**src/rtl/hzc_pkg.sv**
```systemverilog
package hzc_pkg;
  localparam int REG_AW_DEF = 5;
  localparam int N_OPND     = 2;

  typedef enum logic [1:0] {
    SRC_RF  = 2'd0,
    SRC_EX  = 2'd1,
    SRC_MEM = 2'd2
  } opnd_src_e;
endpackage

```
**src/rtl/hzc_opnd_fwd.sv**
```systemverilog
module hzc_opnd_fwd
  import hzc_pkg::*;
#(
  parameter int REG_AW = REG_AW_DEF
) (
  input  logic              clk,
  input  logic              rst_n,
  input  logic [REG_AW-1:0] rs,
  input  logic              ex_live,
  input  logic [REG_AW-1:0] ex_rd,
  input  logic              mem_live,
  input  logic [REG_AW-1:0] mem_rd,
  output opnd_src_e         sel,
  output logic              ex_match
);
  logic rs_nonzero;
  logic mem_match;

  always_comb begin
    rs_nonzero = (rs != '0);
    ex_match   = rs_nonzero && ex_live  && (ex_rd  == rs);
    mem_match  = rs_nonzero && mem_live && (mem_rd == rs);
    if (ex_match)       sel = SRC_EX;
    else if (mem_match) sel = SRC_MEM;
    else                sel = SRC_RF;
  end

  // the zero register never takes a bypass
  p_x0_rf_r1: assert property (@(posedge clk) disable iff (!rst_n)
    (rs == '0) |-> (sel == SRC_RF));

  // only the three defined codes appear
  p_sel_legal_r11: assert property (@(posedge clk) disable iff (!rst_n)
    sel != opnd_src_e'(2'd3));

  // with both producers matching, execute wins
  p_ex_prio_r4: assert property (@(posedge clk) disable iff (!rst_n)
    (ex_match && mem_live && (mem_rd == ex_rd)) |-> (sel == SRC_EX));
endmodule

```
**src/rtl/hzc_load_stall.sv**
```systemverilog
module hzc_load_stall #(
  parameter int N_SRC = 2
) (
  input  logic             clk,
  input  logic             rst_n,
  input  logic             id_nop,
  input  logic             ex_is_load,
  input  logic [N_SRC-1:0] ex_match,
  output logic             stall
);
  always_comb begin
    stall = !id_nop && ex_is_load && (|ex_match);
  end

  // an empty decode slot never holds fetch
  p_nop_no_stall_r10: assert property (@(posedge clk) disable iff (!rst_n)
    id_nop |-> !stall);
endmodule

```
**src/rtl/hzc_redirect.sv**
```systemverilog
module hzc_redirect (
  input  logic clk,
  input  logic rst_n,
  input  logic id_nop,
  input  logic stall,
  input  logic is_branch,
  input  logic branch_ne,
  input  logic opnds_eq,
  input  logic is_jump,
  output logic redirect
);
  logic cond_met;

  always_comb begin
    cond_met = opnds_eq ^ branch_ne;
    redirect = !id_nop && !stall && (is_jump || (is_branch && cond_met));
  end

  // a stalled decode may not steer fetch
  p_stall_blocks_redirect_r10: assert property (@(posedge clk) disable iff (!rst_n)
    stall |-> !redirect);

  // a failed branch with no jump stays sequential
  p_not_taken_seq_r8: assert property (@(posedge clk) disable iff (!rst_n)
    (is_branch && !is_jump && (opnds_eq == branch_ne)) |-> !redirect);
endmodule

```
**src/rtl/hzc_ctrl.sv**
```systemverilog
module hzc_ctrl
  import hzc_pkg::*;
#(
  parameter int REG_AW = REG_AW_DEF
) (
  input  logic              clk,
  input  logic              rst_n,
  input  logic              id_nop,
  input  logic [REG_AW-1:0] id_src_a,
  input  logic [REG_AW-1:0] id_src_b,
  input  logic              id_is_branch,
  input  logic              id_branch_ne,
  input  logic              id_is_jump,
  input  logic              id_opnds_eq,
  input  logic              ex_nop,
  input  logic [REG_AW-1:0] ex_dst,
  input  logic              ex_wr_en,
  input  logic              ex_is_load,
  input  logic              mem_nop,
  input  logic [REG_AW-1:0] mem_dst,
  input  logic              mem_wr_en,
  output logic [1:0]        fwd_sel_a,
  output logic [1:0]        fwd_sel_b,
  output logic              hold_fetch,
  output logic              bubble_ex,
  output logic              flush_fetch,
  output logic              pc_take_target
);
  logic                ex_live;
  logic                mem_live;
  logic [REG_AW-1:0]   src    [N_OPND];
  opnd_src_e           sel    [N_OPND];
  logic [N_OPND-1:0]   ex_hit;
  logic                stall;
  logic                redirect;

  always_comb begin
    ex_live  = !ex_nop  && ex_wr_en;
    mem_live = !mem_nop && mem_wr_en;
    src[0]   = id_src_a;
    src[1]   = id_src_b;
  end

  for (genvar g = 0; g < N_OPND; g++) begin : g_opnd
    hzc_opnd_fwd #(.REG_AW(REG_AW)) u_fwd (
      .clk      (clk),
      .rst_n    (rst_n),
      .rs       (src[g]),
      .ex_live  (ex_live),
      .ex_rd    (ex_dst),
      .mem_live (mem_live),
      .mem_rd   (mem_dst),
      .sel      (sel[g]),
      .ex_match (ex_hit[g])
    );
  end

  hzc_load_stall #(.N_SRC(N_OPND)) u_stall (
    .clk        (clk),
    .rst_n      (rst_n),
    .id_nop     (id_nop),
    .ex_is_load (ex_is_load),
    .ex_match   (ex_hit),
    .stall      (stall)
  );

  hzc_redirect u_redir (
    .clk       (clk),
    .rst_n     (rst_n),
    .id_nop    (id_nop),
    .stall     (stall),
    .is_branch (id_is_branch),
    .branch_ne (id_branch_ne),
    .opnds_eq  (id_opnds_eq),
    .is_jump   (id_is_jump),
    .redirect  (redirect)
  );

  always_comb begin
    fwd_sel_a      = sel[0];
    fwd_sel_b      = sel[1];
    hold_fetch     = stall;
    bubble_ex      = stall;
    flush_fetch    = redirect;
    pc_take_target = redirect;
  end

  // hold and bubble always travel together
  p_bubble_tracks_hold_r6: assert property (@(posedge clk) disable iff (!rst_n)
    hold_fetch == bubble_ex);

  // every redirect discards the slot fetched behind it
  p_flush_tracks_pc_r7: assert property (@(posedge clk) disable iff (!rst_n)
    flush_fetch == pc_take_target);

  // a killed execute producer cannot stall
  p_dead_ex_no_stall_r5: assert property (@(posedge clk) disable iff (!rst_n)
    (ex_nop || !ex_wr_en) |-> !hold_fetch);
endmodule

```
**config.mk**
```make
export PLATFORM = sky130hd
export DESIGN_NAME = hzc_ctrl
export DESIGN_NICKNAME = d
export VERILOG_FILES = /design/src/rtl/hzc_pkg.sv /design/src/rtl/hzc_opnd_fwd.sv /design/src/rtl/hzc_load_stall.sv /design/src/rtl/hzc_redirect.sv /design/src/rtl/hzc_ctrl.sv
export SDC_FILE = /design/constraint.sdc
export NUM_CORES = 1
export LEC_CHECK = 0
export ABC_AREA = 0
export BUFFER_PORTS_ARGS = -buffer_cell sky130_fd_sc_hd__buf_2
export CORE_AREA = 2 2 39 41
export DETAILED_ROUTE_END_ITERATION = 16
export DIE_AREA = 0 0 41 43
export GPL_TIMING_DRIVEN = 1
export PLACE_DENSITY = 0.66
export SYNTH_ARGS = -nofsm -noshare
export SYNTH_HDL_FRONTEND = slang
export SYNTH_SLANG_ARGS = --single-unit
```
**constraint.sdc**
```tcl
create_clock -name vclk -period 3.5
set_input_delay 0.525 -clock vclk [all_inputs]
set_output_delay 0.525 -clock vclk [all_outputs]
set_load 0.03 [all_outputs]
```
==> results_dict.tcl <==
set metrics [dict create \
    wl_per_cell_um 10.4 \
    finalSetupTns_ns 0 \
    io_pins 40 \
    diodes 0 \
    grt_max_degree 4 \
    synth_top_area_cell "xnor2_1" \
    final_common_cell "buf_2" \
    setup_viol 0 \
    drt_iter0_drc 1 \
    syn_to_final_growth_pct 50.3 \
    ys.warnings.count 0 \
    start_util_pct 25.9 \
    min-delay-start "id_nop" \
    dr.pass1.iters 2 \
    overflow 0 \
    ir_drop_mv 0.0469 \
    fill_cells 157 \
    dieArea_um2 1760 \
    core_region_area_um2 1380 \
    fin_crit_sh_pct 68.9 \
    final_core_util_pct 38.9 \
    tightest_slew_ns 0.343 \
    syn-num-nets 79 \
    rsz0062_at_grt "false" \
    hold_end "hold_fetch" \
    gp_congestion 0.799 \
    regArea_um2 0 \
    syn_area_um2 358 \
    postSynthAreaPerCell_um2 7.61 \
    required_ns 2.97 \
    critPathCaptureType "output port" \
    leakage_nw 0.254 \
    grt_pass1_wl_um 1610 \
    post_cts_buffers 0 \
    placement_rows 14 \
    seq_cell_count 0 \
    status "finished, final reports clean" \
    routed_wl_um 1000 \
    cts_resized 0 \
    whs_ns 1.35 \
    hold_violations 0 \
    cp_max_fo 3 \
    nets 115 \
    yosys.area.top_type_share_pct 31.8 \
    slew_headroom_pct 77.0 \
    critical_path_class "in -> out" \
    p_per_area_nw_per_um2 112 \
    crit_arrival_ns 1.89 \
    yosysSeqAreaShare_pct 0 \
    grt_antenna_before_repair 0 \
    die_h_um 43 \
    timing.final.max_slew_violations 0 \
    holdPathStages 3 \
    crit_path_start_kind "input port" \
    netlist_instances 47 \
    grt_usage_pct 12.1 \
    final_cell_mix "buf_2, xnor2_1, xor2_1" \
    hold_path.class "in -> out" \
    drive_gt1_share_pct 54.3 \
    drcViolationCount 0 \
    max_freq_ghz 0.415 \
    io_buffers 38 \
    multi_input_area_um2 320 \
    grt_pass1_vias 414 \
    ys_top_cells_by_area "xnor2_1, xor2_1, buf_4" \
    period_minus_slack_ns 2.41 \
    holdBufCountCts 0 \
    synth_cell_types 18 \
    die_w_um 41 \
    nClkBuffers 0 \
    vias 465 \
    cap_violations 0 \
    ant_nets 0 \
    avgViaCountPerCell 4.79 \
]
-- metal layers --
metal / up-vias / wire length, um / GRT usage, %
li1: 234 / - / -
met1: 204 / 402 / 14.9
met2: 27 / 471 / 22.8
met3: 0 / 131 / 0.524
met4: 0 / 0 / 0
met5: - / 0 / 0
-- layout make-up --
class	count	area share, %
well taps	16	3.72
multi-input cells	41	59.5
repair buffers	38	35.3
inverters	2	1.40
-- synthesized netlist by cell type, drive strengths merged --
library cell / n
o21ai: 1
inv: 2
or4: 2
nor2b: 2
buf: 4
and2: 1
nor4: 4
nand3: 1
xnor2: 13
a21oi: 1
nand4: 3
a221oi: 1
o221ai: 1
xor2: 6
nor2: 4
nand2: 1
-- worst max-delay path, stage by stage --
cell and delay (ns):
buf_2 0.12, or4_4 0.53, nor2_2 0.13, nor4_2 0.08
nor4_1 0.26, buf_2 0.24
-- how the worst max path moves through the flow --
stage                         to         from  slack (ns)
floorplan           fwd_sel_b[1]  id_src_b[0]        0.76
global placement    fwd_sel_b[1]  id_src_b[0]        1.07
detailed placement  fwd_sel_b[1]  id_src_b[0]        1.08
CTS                 fwd_sel_b[1]  id_src_b[0]        1.07
global route        fwd_sel_a[1]  id_src_a[1]        0.98
finish              fwd_sel_b[1]  id_src_b[0]        1.09
-- cell families (layout without fill, tap and decap cells) --
group	Yosys count	in the layout	synth area share, %
AND/OR/NAND/NOR	18	18	35.3
XOR/XNOR	19	19	46.5
AO/OA/AOI/OAI	4	4	7.69
buffers and inverters	6	40	10.5
-- metrics by stage --
stage               instances  power, mW  instance area [um^2]  worst slack, ns
detailed placement         97     0.0613                   538             1.08
finish                     97     0.0605                   538             1.09
global placement           97     0.0600                   538             1.07
floorplan                  47     0.0324                   358            0.760
global route               97     0.0672                   538            0.979
CTS                        97     0.0615                   538             1.07
-- power breakdown --
part / internal [mW] / switching [mW]
Combinational: 0.0305 / 0.0300
Sequential: 0 / 0
Clock: 0 / 0
Total: 0.0305 / 0.0300
(Power assumes the default switching activity.)
